File: config.mk
export PLATFORM = sky130hd
export DESIGN_NAME = rx_los_alarm
export DESIGN_NICKNAME = d
export VERILOG_FILES = /design/src/rtl/los_pkg.sv /design/src/rtl/los_sync2.sv /design/src/rtl/los_stretch.sv /design/src/rtl/los_density_det.sv /design/src/rtl/rx_los_alarm.sv
export SDC_FILE = /design/constraint.sdc
export NUM_CORES = 1
export LEC_CHECK = 0
export ABC_AREA = 1
export ABC_CLOCK_PERIOD_IN_PS = 2820
export BUFFER_PORTS_ARGS = -buffer_cell sky130_fd_sc_hd__buf_2
export CAP_MARGIN = 20
export CORE_ASPECT_RATIO = 1.5
export CORE_UTILIZATION = 60
export CTS_CLUSTER_SIZE = 25
export DETAILED_ROUTE_END_ITERATION = 10
export MAX_ROUTING_LAYER = met4
export PLACE_DENSITY_LB_ADDON = 0.15
export REMOVE_ABC_BUFFERS = 1
export SLEW_MARGIN = 0
export SYNTH_ARGS = -nofsm -noshare
export SYNTH_HDL_FRONTEND = slang
export SYNTH_SLANG_ARGS = --single-unit
export TNS_END_PERCENT = 20
File: constraint.sdc
create_clock -name clk -period 2.82 [get_ports clk]
set_input_delay 0.141 -clock clk [delete_from_list [all_inputs] [get_ports clk]]
set_output_delay 0.141 -clock clk [all_outputs]
set_load 0.03 [all_outputs]
File: src/rtl/los_pkg.sv
package los_pkg;
    localparam int unsigned LOS_WIN      = 32;
    localparam int unsigned LOS_ONES_CLR = 8;
    localparam int unsigned LOS_SET_RUN  = 160;
    localparam int unsigned LOS_MIN_HOLD = 32;

    typedef struct packed {
        logic s1;
        logic s2;
    } sync_t;
endpackage

File: src/rtl/los_sync2.sv
module los_sync2 (
    input  logic clk,
    input  logic rst,
    input  logic async_i,
    output logic sync_o
);
    import los_pkg::*;

    sync_t q, d;

    always_comb begin
        d    = q;
        d.s1 = async_i;
        d.s2 = q.s1;
    end

    always_ff @(posedge clk) begin
        if (rst) q <= '0;
        else     q <= d;
    end

    assign sync_o = q.s2;
endmodule

File: src/rtl/los_stretch.sv
module los_stretch #(
    parameter int unsigned MIN_HOLD = 32
) (
    input  logic clk,
    input  logic rst,
    input  logic flag_i,
    output logic flag_o
);
    localparam int unsigned HW = $clog2(MIN_HOLD + 1);
    localparam logic [HW-1:0] HOLD_V = HW'(MIN_HOLD);

    typedef struct packed {
        logic [HW-1:0] cnt;
        logic          flag;
    } st_t;

    st_t q, d;

    always_comb begin
        d = q;
        if (!q.flag) begin
            if (flag_i) begin
                d.flag = 1'b1;
                d.cnt  = HW'(1);
            end
        end else begin
            if (q.cnt != HOLD_V) d.cnt = q.cnt + HW'(1);
            if (!flag_i && q.cnt >= HOLD_V) begin
                d.flag = 1'b0;
                d.cnt  = '0;
            end
        end
    end

    always_ff @(posedge clk) begin
        if (rst) q <= '0;
        else     q <= d;
    end

    assign flag_o = q.flag;

    assert_ana_follow_R7: assert property (@(posedge clk) disable iff (rst)
        flag_i |=> q.flag);
    assert_ana_hold_R7: assert property (@(posedge clk) disable iff (rst)
        $fell(q.flag) |-> $past(q.cnt) >= HOLD_V);
endmodule

File: src/rtl/los_density_det.sv
module los_density_det #(
    parameter int unsigned WIN      = 32,
    parameter int unsigned ONES_CLR = 8,
    parameter int unsigned SET_RUN  = 160,
    parameter int unsigned MIN_HOLD = 32
) (
    input  logic clk,
    input  logic rst,
    input  logic bit_i,
    output logic flag_o
);
    localparam int unsigned CW = $clog2(WIN + 1);
    localparam int unsigned ZW = $clog2(SET_RUN + 1);
    localparam int unsigned HW = $clog2(MIN_HOLD + 1);
    localparam logic [CW-1:0] CLR_V  = CW'(ONES_CLR);
    localparam logic [ZW-1:0] RUN_V  = ZW'(SET_RUN);
    localparam logic [HW-1:0] HOLD_V = HW'(MIN_HOLD);

    typedef struct packed {
        logic [WIN-1:0] win;
        logic [CW-1:0]  ones;
        logic [ZW-1:0]  zrun;
        logic [HW-1:0]  hold;
        logic           flag;
    } st_t;

    st_t q, d;
    logic [CW-1:0] add_v, sub_v;

    always_comb begin
        add_v  = {{(CW-1){1'b0}}, bit_i};
        sub_v  = {{(CW-1){1'b0}}, q.win[WIN-1]};
        d      = q;
        d.win  = {q.win[WIN-2:0], bit_i};
        d.ones = q.ones + add_v - sub_v;
        if (bit_i)             d.zrun = '0;
        else if (q.zrun != RUN_V) d.zrun = q.zrun + ZW'(1);
        if (q.flag) begin
            if (q.hold != HOLD_V) d.hold = q.hold + HW'(1);
            if (q.hold >= HOLD_V && d.ones >= CLR_V) begin
                d.flag = 1'b0;
                d.hold = '0;
            end
        end else if (d.zrun == RUN_V) begin
            d.flag = 1'b1;
            d.hold = HW'(1);
        end
    end

    always_ff @(posedge clk) begin
        if (rst) begin
            q      <= '0;
            q.flag <= 1'b1;
        end else begin
            q <= d;
        end
    end

    assign flag_o = q.flag;

    assert_count_exact_R3: assert property (@(posedge clk) disable iff (rst)
        q.ones == CW'($countones(q.win)));
    assert_clear_density_R3: assert property (@(posedge clk) disable iff (rst)
        $fell(q.flag) |-> q.ones >= CLR_V);
    assert_min_width_R4: assert property (@(posedge clk) disable iff (rst)
        $fell(q.flag) |-> $past(q.hold) >= HOLD_V);
    assert_set_on_run_R2: assert property (@(posedge clk) disable iff (rst)
        $rose(q.flag) |-> q.zrun == RUN_V && q.win[0] == 1'b0);
endmodule

File: src/rtl/rx_los_alarm.sv
module rx_los_alarm #(
    parameter int unsigned WIN      = los_pkg::LOS_WIN,
    parameter int unsigned ONES_CLR = los_pkg::LOS_ONES_CLR,
    parameter int unsigned SET_RUN  = los_pkg::LOS_SET_RUN,
    parameter int unsigned MIN_HOLD = los_pkg::LOS_MIN_HOLD
) (
    input  logic clk,
    input  logic rst,
    input  logic rx_pos,
    input  logic rx_neg,
    input  logic ana_los_raw,
    output logic los_alarm,
    output logic los_digital
);
    logic mark_w, ana_sync_w, ana_str_w, dig_w;

    assign mark_w = rx_pos | rx_neg;

    los_density_det #(
        .WIN(WIN), .ONES_CLR(ONES_CLR), .SET_RUN(SET_RUN), .MIN_HOLD(MIN_HOLD)
    ) u_dig (
        .clk(clk), .rst(rst), .bit_i(mark_w), .flag_o(dig_w)
    );

    los_sync2 u_sync (
        .clk(clk), .rst(rst), .async_i(ana_los_raw), .sync_o(ana_sync_w)
    );

    los_stretch #(.MIN_HOLD(MIN_HOLD)) u_str (
        .clk(clk), .rst(rst), .flag_i(ana_sync_w), .flag_o(ana_str_w)
    );

    assign los_digital = dig_w;
    assign los_alarm   = dig_w | ana_str_w;

    assert_alarm_covers_R8: assert property (@(posedge clk) disable iff (rst)
        $rose(ana_sync_w) |=> los_alarm);
endmodule

Word-level counts from Yosys, hierarchy flattened
Index checks and enable logic that the tools add are counted.
- equality and inequality tests: 6
- mux-type cells: 10
- add/sub/neg operators: 5
- reduce and logical (&&, ||, !) cells: 7
- magnitude comparators: 3
- bitwise logic cells: 2
- operators with widths (kind ; count):
    7-bit two-way mux ; 6
    8-bit two-way mux ; 2
    6-bit by 1-bit adder with 6-bit output, second input constant ; 2
    6-bit >= comparator, second input constant ; 2
    6-bit two-way mux ; 2
    6-bit != test, second input constant ; 2
    8-bit by 1-bit adder with 8-bit output, second input constant ; 1
    8-bit == test, second input constant ; 1
    8-bit != test, second input constant ; 1
    6-bit by 1-bit adder with 6-bit output ; 1
    6-bit by 4-bit >= comparator with 1-bit output, second input constant ; 1
    3-bit != test, second input constant ; 2
    6-bit by 1-bit subtractor with 6-bit output ; 1
    2-bit AND reduction ; 2
    2-bit nonzero test ; 2
    1-bit logical AND ; 2
    1-bit OR ; 2
    1-bit logical NOT ; 1
- word-level logic and storage cells: 42
- flip-flop bits (word level): 62
- input port bits: 5
- output and inout port bits: 2

Longest topological paths before layout
Gate-level depths: netlist of run 1.
- depth after elaboration: 7
- gate-level depth with buffers: 17
- gate-level depth less buffers: 17

Modules after synthesis
A second synthesis of run 1 with hierarchy kept.
- cells, all modules: 389
- area total of the unflattened synthesis: 2802.7 µm²
- modules (own cells, without submodules) (module ; area an instance (µm²) ; cells an instance ; sequential area each (µm²) ; times used):
    los_density_det ; 2268.4 ; 308 ; 1061.0 ; 1
    los_stretch ; 456.7 ; 69 ; 140.1 ; 1
    los_sync2 ; 55.1 ; 6 ; 40.0 ; 1
    rx_los_alarm ; 22.5 ; 6 ; 0.0 ; 1

Least setup slack after synthesis of run 1
OpenSTA, ideal clock, no wires.
- path kind: flip-flop to flip-flop
- from: reg u_dig.q[15] (netlist bit)
- to: reg u_dig.q[5] (netlist bit)
- arrival time: 2134 ps
- period minus slack after synthesis: 2196 ps
- required time: 2758 ps
- slack: 624 ps
- stages on the path, launching flop included: 17
- library setup time: 62 ps
- path buffers: 0
- cell sequence: dfxtp_1 > inv_1 > ha_1 > inv_1 > ha_1 > fa_1 > nand3_1 > nand2_1 > nand2_1 > nand2_1 > nor2_2 > nand3_1 > nand2_2 > nand2_4 > nand2_1 > clkinv_1 > nor2_2
- cells in the longest elaborated chain, start to end: 6
- elaborated cells on any way between the ends: 8
- those cells by class: add/sub (2); order compare (1); eq/ne (1); mux (2); reduce/logical (2)
- ends and longest elaborated chain (element ; line ; source):
    start, declared ; los_density_det.sv:27 ; st_t q, d;
    6-bit by 1-bit adder with 6-bit output * ; los_density_det.sv:35 ; d.ones = q.ones + add_v - sub_v;
    6-bit by 1-bit subtractor with 6-bit output * ; los_density_det.sv:35 ;
    6-bit by 4-bit >= comparator with 1-bit output * ; los_density_det.sv:40 ; if (q.hold >= HOLD_V && d.ones >= CLR_V) begin
    1-bit logical AND * ; los_density_det.sv:40 ;
    3-bit != test (no line) or 7-bit two-way mux (tied branches) ; -- ;
    2-bit AND reduction (no line) or 7-bit two-way mux (tied branches) ; -- ;
Every way passes the cells marked *; elsewhere a longest branch is shown, timed or not.
A chain may end at the register's enable or synchronous reset.

Final worst setup path of run 1
Ends and elaborated chain as after synthesis.

==> metrics.md, run 1 <==
| Metric | Value |
|---|---|
| Most frequent cell after synthesis | inv_1 |
| Run status | complete, no violations |
| Max_cap viols | 0 |
| Async set-reset flop share out of synthesis | 0 |
| Final nets | 391 |
| Critical Path Max Stage Delay | 0.44 ns |
| Crit path setup slack, layout | 0.455 ns |
| WP data required | 3.09 ns |
| Clk_lat worst skew | 0.33 ns |
| H-tree lvl count | 3 |
| Worst Hold Class | in2reg |
| Routed via count | 2029 |
| Top cells by count, synth | inv_1 (82), dfxtp_1 (62), nand2_1 (58), nor2_1 (55), nand3_1 (29) |
| Placer Congestion | 0.842 |
| Sequential share of the synthesized area | 0.458 |
| Yosys reg bits | 62 |
| Final hold viol count | 0 |
| Final min period | 2.36 ns |
| Startpoint types | flip-flop |
| Design Area, Final | 3020 µm² |
| Die Area | 4790 µm² |
| N_diodes | 0 |
| RSZ-0062 raised after global routing | no |
| Slew headroom | 0.739 |
| Main synth FF type | dfxtp_1 |
| Syn Area/Cell | 7.50 µm² |
| Switching Fraction | 0.295 |
| Worst-Margin Slew | 0.391 ns |
| CP endpoint kind | flip-flop |
| Final setup vio count | 0 |
| Vias in the first global route | 1963 |
| Fin cells | 423 |
| Chip width | 56.9 µm |
| P per Cell Area | 838 nW/µm² |
| Final period util | 0.838 |
| Wirelength, routed | 4310 µm |
| Yosys top cell by area | dfxtp_1 |
| EDFF count, synth | 0 |
| CTS buffer count | 9 |
| Core Box Area | 4280 µm² |
| Antenna Nets Post-Route | 0 |
| Pre-antenna DRT Iters | 4 |
| Die Ht | 84.3 µm |
| Max Freq | 0.423 GHz |
| First DRT Iteration DRCs | 59 |
| Port Buffers | 6 |
| Layout cells sized above 1 | 0.106 |
| Gr ovfl total | 0 |
| Initial core utilization | 0.632 |
| Synth unique cells | 27 |
| CTS tree | yes |
| Dpl cells | 408 |
| Combinational Power Share | 0.238 |
| Post-DP HPWL | 3030 µm |
| Critical path class | reg2reg |
| Crit-path cells | inv_1, ha_1, inv_1, ha_1, fa_1, nand3_1, nand2_1, nand2_1, nand2_1, nor2_2, nand2_1, nand2_1, nand3b_1, nand2_1, clkinv_1, nor2_2 |
| Sink Count | 62 |
| Setup bufs post-CTS | 0 |
| Placed Instance Area | 2780 µm² |
| Top cell type's share of synthesized area | 0.458 |
| Sw Pwr | 0.745 mW |
| GRT Total Usage | 0.219 |
| Cell mode on critical path | nand2_1 |
| Row count | 29 |
| Crit path DAT | 2.63 ns |
| Via-to-Cell Ratio | 4.80 |
| CP top delay family | simple AND/OR/NAND/NOR gates |
| Place WS | 0.454 ns |
| Int Pwr | 1.78 mW |
| Pins Over Slew Limit | 0 |
| DRC Markers | 0 |
| Lkg Pwr | 1.38 nW |
| Worst vdd rail ir drop | 480 µV |
| Final hold slack | 0.0197 ns |
| Final setup skew | 0.00768 ns |
| Synthesized cell area | 2710 µm² |
| Cts repair resizes | 0 |
| CP Max Fanout | 7 |
| Initial antenna violation count | 0 |
| # IOs | 7 |
| Area grow syn2layout | 11.4% |
| Root buffer cell | clkbuf_8 |
| CP Buf/Inv Count | 3 |
| Clk network pwr share | 0.363 |
| Sequential share of power | 0.399 |
| Post-DR wirelength/cell | 10.2 µm |
| Clock Path Buffers | 2 |
| Hold_buf cts | 0 |
| Mapped Cells | 361 |
| Setup tns final | 0 ns |
| Synth Warn # | 0 |
| Synth top area cells | dfxtp_1 (46%), inv_1 (11%), nand2_1 (8.0%), nor2_1 (7.6%), ha_1 (5.5%) |
| CP max-delay cell | fa_1 |
| Clk slew on worst S/H paths | 0.06 ns |
| Largest net degree at the start of global routing | 42 |
| First-pass GRT wire length | 7810 µm |
## layout make-up
class,count,area (µm²)
fillers,375,1270
flip-flops and latches,62,1240
multi-input cells,207,1120
inverters,86,323
clock buffers,11,141
clock inverters,4,95.1
well taps,46,57.6
repair buffers,7,37.5
## flip-flops by register name, summed over array words and instances (netlist names)
name and cells:
u_dig.flag_o 1, u_str.flag_o 1, u_dig.d 31, u_sync.d 1, u_sync.sync_o 1, u_dig.q 21, u_str.q 6
## cell usage in the layout, fill, tap and decap left out, drive strengths merged
| cell type | netlist | final |
|---|---|---|
| a211oi | 1 | 1 |
| a21oi | 14 | 14 |
| buf | 1 | 7 |
| bufinv | 0 | 3 |
| clkbuf | 5 | 11 |
| clkinv | 2 | 3 |
| dfxtp | 62 | 62 |
| fa | 1 | 1 |
| ha | 12 | 12 |
| inv | 84 | 84 |
| nand2 | 62 | 62 |
| nand3 | 32 | 32 |
| nand3b | 2 | 2 |
| nand4 | 3 | 3 |
| nor2 | 62 | 62 |
| nor3 | 6 | 6 |
| o21ai | 6 | 6 |
| o21bai | 1 | 1 |
| xor2 | 5 | 5 |
## kinds of logic after synthesis
| logic type | Yosys count | synth area share |
|---|---|---|
| xor+xnor | 5 | 0.0162 |
| fa+ha+maj | 13 | 0.0628 |
| simple gates | 167 | 0.287 |
| compound gates | 22 | 0.0481 |
| buf+inv | 92 | 0.128 |
| flops | 62 | 0.458 |
## per-layer routing
metal  part of all wire  vias up  track usage
li1                   -     1104            -
met1               0.45      900        0.225
met2               0.50       14        0.370
met3              0.019       11       0.0462
met4              0.032        0        0.144
met5                  0        -            -
## power by group through the flow
stage | logic, mW | clock network, mW | registers (mW)
after floorplan | 0.481 | 0 | 1.02
after global placement | 0.585 | 0 | 1.03
after detailed placement | 0.600 | 0 | 1.03
after CTS | 0.607 | 0.940 | 1.01
after global routing | 0.705 | 0.981 | 1.02
final | 0.601 | 0.918 | 1.01
## tightest hold or removal path: stages
cell    delay, ns
buf_2        0.10
inv_1        0.04
nor2_1       0.03
## final timing paths
check                    from     endpoint  slack, ns  cells past startpoint
hold reg to reg   u_dig.d[52]  u_dig.q[52]       0.40                      2
setup reg to reg  u_dig.q[15]   u_dig.q[5]       0.46                     16
hold / removal    ana_los_raw  u_sync.d[0]       0.02                      3
setup / recovery  u_dig.q[15]   u_dig.q[5]       0.46                     16
## metrics by stage
stage                util  total power [mW]
finish              0.704              2.53
global route        0.704              2.71
CTS                 0.704              2.56
detailed placement  0.649              1.63
global placement    0.649              1.61
floorplan               -              1.50
No activity file was read; power rests on OpenSTA's default activity.
==> run 2: changes to the inputs <==
- ABC_CLOCK_PERIOD_IN_PS: 2820 -> 2150
- CORE_UTILIZATION: 60 -> 55
- clock period: 2.82 -> 2.15 ns (I/O delays scaled with it)
==> metrics.md, run 2 (synthesized netlist as in run 1, its figures left out) <==
| Metric | Value |
|---|---|
| Final nets | 400 |
| H-tree lvl count | 3 |
| Crit-path cells | inv_2, ha_4, inv_2, ha_4, fa_2, nand3_2, nand2_2, nand2_2, nand2_2, nor2_4, nand3_2, nand2_4, nand3_1, nand2_1, nor2_2 |
| First DRT Iteration DRCs | 46 |
| Final setup vio count | 5 |
| Worst vdd rail ir drop | 610 µV |
| Core Box Area | 4620 µm² |
| Final min period | 2.18 ns |
| CP Max Fanout | 7 |
| N_diodes | 0 |
| GRT met3 Usage | 0.0576 |
| Critical Path Max Stage Delay | 0.36 ns |
| Dpl cells | 428 |
| Routed via count | 2094 |
| Slew headroom | 0.721 |
| Global-route track usage on met1 | 0.206 |
| Layout cells sized above 1 | 0.178 |
| DRC Markers | 0 |
| Most frequent cells in the layout | inv_1 (80), dfxtp_1 (61), nor2_1 (55) |
| Final period util | 1.01 |
| Vias in the first global route | 1990 |
| Antenna Nets Post-Route | 0 |
| Placed Instance Area | 2820 µm² |
| CP max-delay cell | fa_2 |
| Power Total | 3.42 mW |
| Max Freq | 0.459 GHz |
| Fin cells | 451 |
| GRT Total Usage | 0.208 |
| Final hold viol count | 0 |
| RSZ-0062 raised after global routing | yes |
| Worst-Margin Slew | 0.418 ns |
| Placer Congestion | 0.879 |
| Crit path DAT | 2.40 ns |
| Row count | 30 |
| Final core occ | 0.687 |
| Die Area | 5210 µm² |
| Violated checks | negative setup slack |
| First-pass GRT wire length | 7880 µm |
| Max reg flops | 31 |
| Die Ht | 87.9 µm |
| Cell mode on critical path | nand2_2 |
| Root buffer cell | clkbuf_8 |
| Via-to-Cell Ratio | 4.64 |
| Grt met2 use | 0.363 |
| Max_cap viols | 0 |
| Crit path setup slack, layout | -0.0270 ns |
| Final setup skew | 0.00509 ns |
| Startpoint types | flip-flop |
| Wirelength, routed | 4680 µm |
| CTS tree | yes |
| Lkg Pwr | 1.41 nW |
| Sink Count | 62 |
| Post-DR wirelength/cell | 10.4 µm |
| # IOs | 7 |
| Fill count | 412 |
| Post-DP HPWL | 3010 µm |
| Clk_lat worst skew | 0.33 ns |
| Clock Path Buffers | 2 |
| Gr ovfl total | 0 |
| Top Usage Layer GRT | met2 |
| Critical path class | reg2reg |
| Worst Hold Class | in2reg |
| Largest net degree at the start of global routing | 42 |
| CTS buffer count | 9 |
| WP data required | 2.38 ns |
| Port Buffers | 6 |
| Area grow syn2layout | 17.1% |
| Initial core utilization | 0.586 |
| Run status | finished with violations |
| Most common cell after layout, fill and taps aside | inv_1 |
| Pre-antenna DRT Iters | 6 |
| Place WS | -0.198 ns |
| CP endpoint kind | flip-flop |
| Design Area, Final | 3170 µm² |
| Chip width | 59.3 µm |
| Pins Over Slew Limit | 0 |
| Initial antenna violation count | 0 |
| P per Cell Area | 1080 nW/µm² |
| Clk slew on worst S/H paths | 0.06 ns |
run 2: area by class of cell:
| cell class | count | area, µm² | share of cell area |
|---|---|---|---|
| tap | 64 | 80.1 | 0.0252 |
| multi-input combinational | 207 | 1220 | 0.383 |
| clock inverter | 3 | 42.5 | 0.0134 |
| sequential | 62 | 1240 | 0.392 |
| inverter | 86 | 324 | 0.102 |
| timing repair buffer | 16 | 108 | 0.0339 |
| clock buffer | 13 | 159 | 0.0501 |
run 2: path summary, 6_finish.rpt:
kind	startpoint	to	slack (ns)	depth (start not counted)
max	u_dig.q[15]	u_dig.q[5]	-0.03	15
min	rst	u_str.flag_o	0.04	2
max reg2reg	u_dig.q[15]	u_dig.q[5]	-0.03	15
min reg2reg	u_dig.d[42]	u_dig.d[43]	0.40	2
run 2: metal layers:
metal  part of all wire  vias up
met1               0.43      937
met2               0.51       21
met4              0.032        0
li1                   -     1122
met5                  0        -
met3              0.024       14
run 2: critical path: cells and delay by family (launching register included):
kind,cells,cell delay [ns]
flops,1,0.32
simple gates,10,0.91
buf+inv,2,0.08
fa+ha+maj,3,0.76
run 2: metrics by stage:
step / TNS [ns] / hold slack (ns)
6_report: -0.0689 / 0.0432
5_1_grt: -0.880 / 0.0633
4_1_cts: 0 / 0.0217
3_5_place_dp: -1.08 / 0.324
3_3_place_gp: -0.685 / 0.309
2_1_floorplan: -0.117 / 0.177
run 2: power breakdown:
| group | switching [mW] | leakage (nW) | internal [mW] |
|---|---|---|---|
| Combinational | 0.633 | 0.807 | 0.445 |
| Clock | 0.419 | 0.0996 | 0.597 |
| Sequential | 0.0838 | 0.504 | 1.24 |
run 2: timing repair:
item | CTS | global route
pin swaps | 9 | 10
setup buffers | 6 | 0
hold buffers | 1 | 0
resized for setup | 7 | 19
setup endpoints to repair | 7 | 7
hold endpoints to repair | 1 | 0
gates cloned | 0 | 0
==> run 3: changes to the inputs <==
- SYNTH_HIERARCHICAL: unset -> 1
==> metrics.md, run 3 <==
| Metric | Value |
|---|---|
| Run status | finished with violations |
| Violated checks | negative setup slack |
| Top Usage Layer GRT | met2 |
| Async set-reset flop share out of synthesis | 0 |
| Mapped Cells | 389 |
| Main synth FF type | dfxtp_1 |
| Final min period | 2.30 ns |
| Top cells by count, synth | inv_1 (78), nor2_1 (74), dfxtp_1 (62), nand2_1 (60), nand3_1 (31) |
| Top cell type's share of synthesized area | 0.443 |
| Via-to-Cell Ratio | 4.76 |
| Crit-path cells | inv_1, ha_1, inv_1, ha_2, inv_2, fa_2, inv_2, nand3_2, nand3_2, nand2_2, nor2_2, nand2_2, nand2_4, nand2_8, nand2_4, nand2_2, nand2_2, nor2_1 |
| Synth top area cells | dfxtp_1 (44%), inv_1 (10%), nor2_1 (9.9%), nand2_1 (8.0%), nand3_1 (5.5%) |
| Final period util | 1.07 |
| Final setup skew | 0.00759 ns |
| EDFF count, synth | 0 |
| Chip width | 60.3 µm |
| Critical path class | reg2reg |
| Initial antenna violation count | 0 |
| Area grow syn2layout | 17.6% |
| CTS tree | yes |
| Synth Warn # | 6 |
| GRT met3 Usage | 0.0651 |
| Antenna Nets Post-Route | 0 |
| Most frequent cells in the layout | inv_1 (76), nor2_1 (73), dfxtp_1 (62) |
| Post-DR wirelength/cell | 10.0 µm |
| Clk slew on worst S/H paths | 0.07 ns |
| Worst Hold Class | in2reg |
| N_diodes | 0 |
| Wirelength, routed | 4840 µm |
| Pins Over Slew Limit | 0 |
| First DRT Iteration DRCs | 73 |
| Post-DP HPWL | 3450 µm |
| Die Ht | 89.4 µm |
| Grt met2 use | 0.363 |
| Cell mode on critical path | nand2_2 |
| H-tree lvl count | 3 |
| Initial core utilization | 0.578 |
| Root buffer cell | clkbuf_8 |
| Placer Congestion | 0.863 |
| Lkg Pwr | 1.50 nW |
| Clk_lat worst skew | 0.33 ns |
| Routed via count | 2292 |
| GRT Total Usage | 0.211 |
| Global-route track usage on met1 | 0.207 |
| Final hold viol count | 0 |
| Most common cell after layout, fill and taps aside | inv_1 |
| Crit path DAT | 2.52 ns |
| Max reg flops | 31 |
| Port Buffers | 6 |
| Row count | 31 |
| WP data required | 2.38 ns |
| DRC Markers | 0 |
| Sink Count | 62 |
| CP max-delay cell | fa_2 |
| Setup tns final | -0.681 ns |
| CP Max Fanout | 8 |
| Yosys top cell by area | dfxtp_1 |
| Critical Path Max Stage Delay | 0.32 ns |
| P per Cell Area | 1130 nW/µm² |
| Largest net degree at the start of global routing | 22 |
| CP endpoint kind | flip-flop |
| Vias in the first global route | 2109 |
| Die Area | 5390 µm² |
| Most frequent cell after synthesis | inv_1 |
| Final nets | 429 |
| Final setup vio count | 7 |
| Yosys reg bits | 62 |
| Synth unique cells | 27 |
| Clock Path Buffers | 2 |
| Worst-Margin Slew | 0.521 ns |
| Worst vdd rail ir drop | 956 µV |
| CTS buffer count | 9 |
| Sequential share of the synthesized area | 0.443 |
| # IOs | 7 |
| Core Box Area | 4850 µm² |
| Startpoint types | flip-flop |
| Pre-antenna DRT Iters | 4 |
| Synthesized cell area | 2800 µm² |
| First-pass GRT wire length | 8200 µm |
| Power Total | 3.72 mW |
| Syn Area/Cell | 7.20 µm² |
| Crit path setup slack, layout | -0.147 ns |
| Max_cap viols | 0 |
| RSZ-0062 raised after global routing | yes |
| Slew headroom | 0.652 |
| Gr ovfl total | 0 |
| Layout cells sized above 1 | 0.180 |
| Max Freq | 0.435 GHz |
| Fill count | 425 |
==> run 3: final timing paths <==
kind	slack, ns	to	startpoint	cells past startpoint
worst max-delay path	-0.15	u_dig/q[6]	u_dig/q[15]	18
worst max register to register	-0.15	u_dig/q[6]	u_dig/q[15]	18
worst min register to register	0.40	u_dig/d[41]	u_dig/d[40]	2
worst min-delay path	0.13	u_dig/q[13]	rx_pos	4
==> run 3: metal layers <==
layer / vias to the layer above / wire length (µm)
li1: 1216 / -
met1: 1046 / 2090
met2: 18 / 2550
met3: 12 / 107
met4: 0 / 92
met5: - / 0
==> run 3: logic make-up after synthesis <==
family          synth area share
flops                      0.443
simple gates               0.311
compound gates            0.0460
xor+xnor                  0.0187
buf+inv                    0.121
fa+ha+maj                 0.0607
==> run 3: report_power, final <==
group / total (mW) / internal [mW] / switching, mW / leakage, nW
Clock: 1.23 / 0.775 / 0.459 / 0.124
Combinational: 1.13 / 0.459 / 0.668 / 0.872
Sequential: 1.36 / 1.25 / 0.111 / 0.504
Total: 3.72 / 2.49 / 1.24 / 1.50
==> run 3: what timing repair did <==
action | 4_1_cts | 5_1_grt
hold endpoints to repair | 1 | 0
setup buffers | 3 | 1
hold buffers | 1 | 0
setup endpoints to repair | 7 | 7
gates resized for setup | 12 | 9
pin swaps | 13 | 6
cloned | 1 | 0
==> run 3: per-stage QoR <==
step | instance area [µm²] | setup slack, ns | std cells | utilization | hold slack (ns)
floorplan | 2780 | -0.0325 | 383 | - | 0.170
global placement | 2930 | -0.116 | 460 | 0.603 | 0.306
detailed placement | 2930 | -0.193 | 460 | 0.603 | 0.318
finish | 3300 | -0.147 | 482 | 0.680 | 0.133
global route | 3300 | -0.293 | 482 | 0.680 | 0.138
CTS | 3250 | -0.0979 | 481 | 0.671 | 0.124
==> run 3: cell type report <==
type | count | area (µm²) | share of cell area
Clock inverter | 7 | 121 | 0.0368
Sequential cell | 62 | 1240 | 0.377
Clock buffer | 9 | 124 | 0.0376
Timing Repair Buffer | 16 | 108 | 0.0326
Multi-Input combinational cell | 239 | 1310 | 0.397
Inverter | 83 | 312 | 0.0945
Tap cell | 66 | 82.6 | 0.0251
==> run 3: critical path, delay by kind of cell, from the launching register on <==
family | cells | cell delay [ns]
adder cells (fa/ha/maj) | 3 | 0.77
buffers and inverters | 4 | 0.21
AND/OR/NAND/NOR | 11 | 0.90
flip-flops | 1 | 0.31
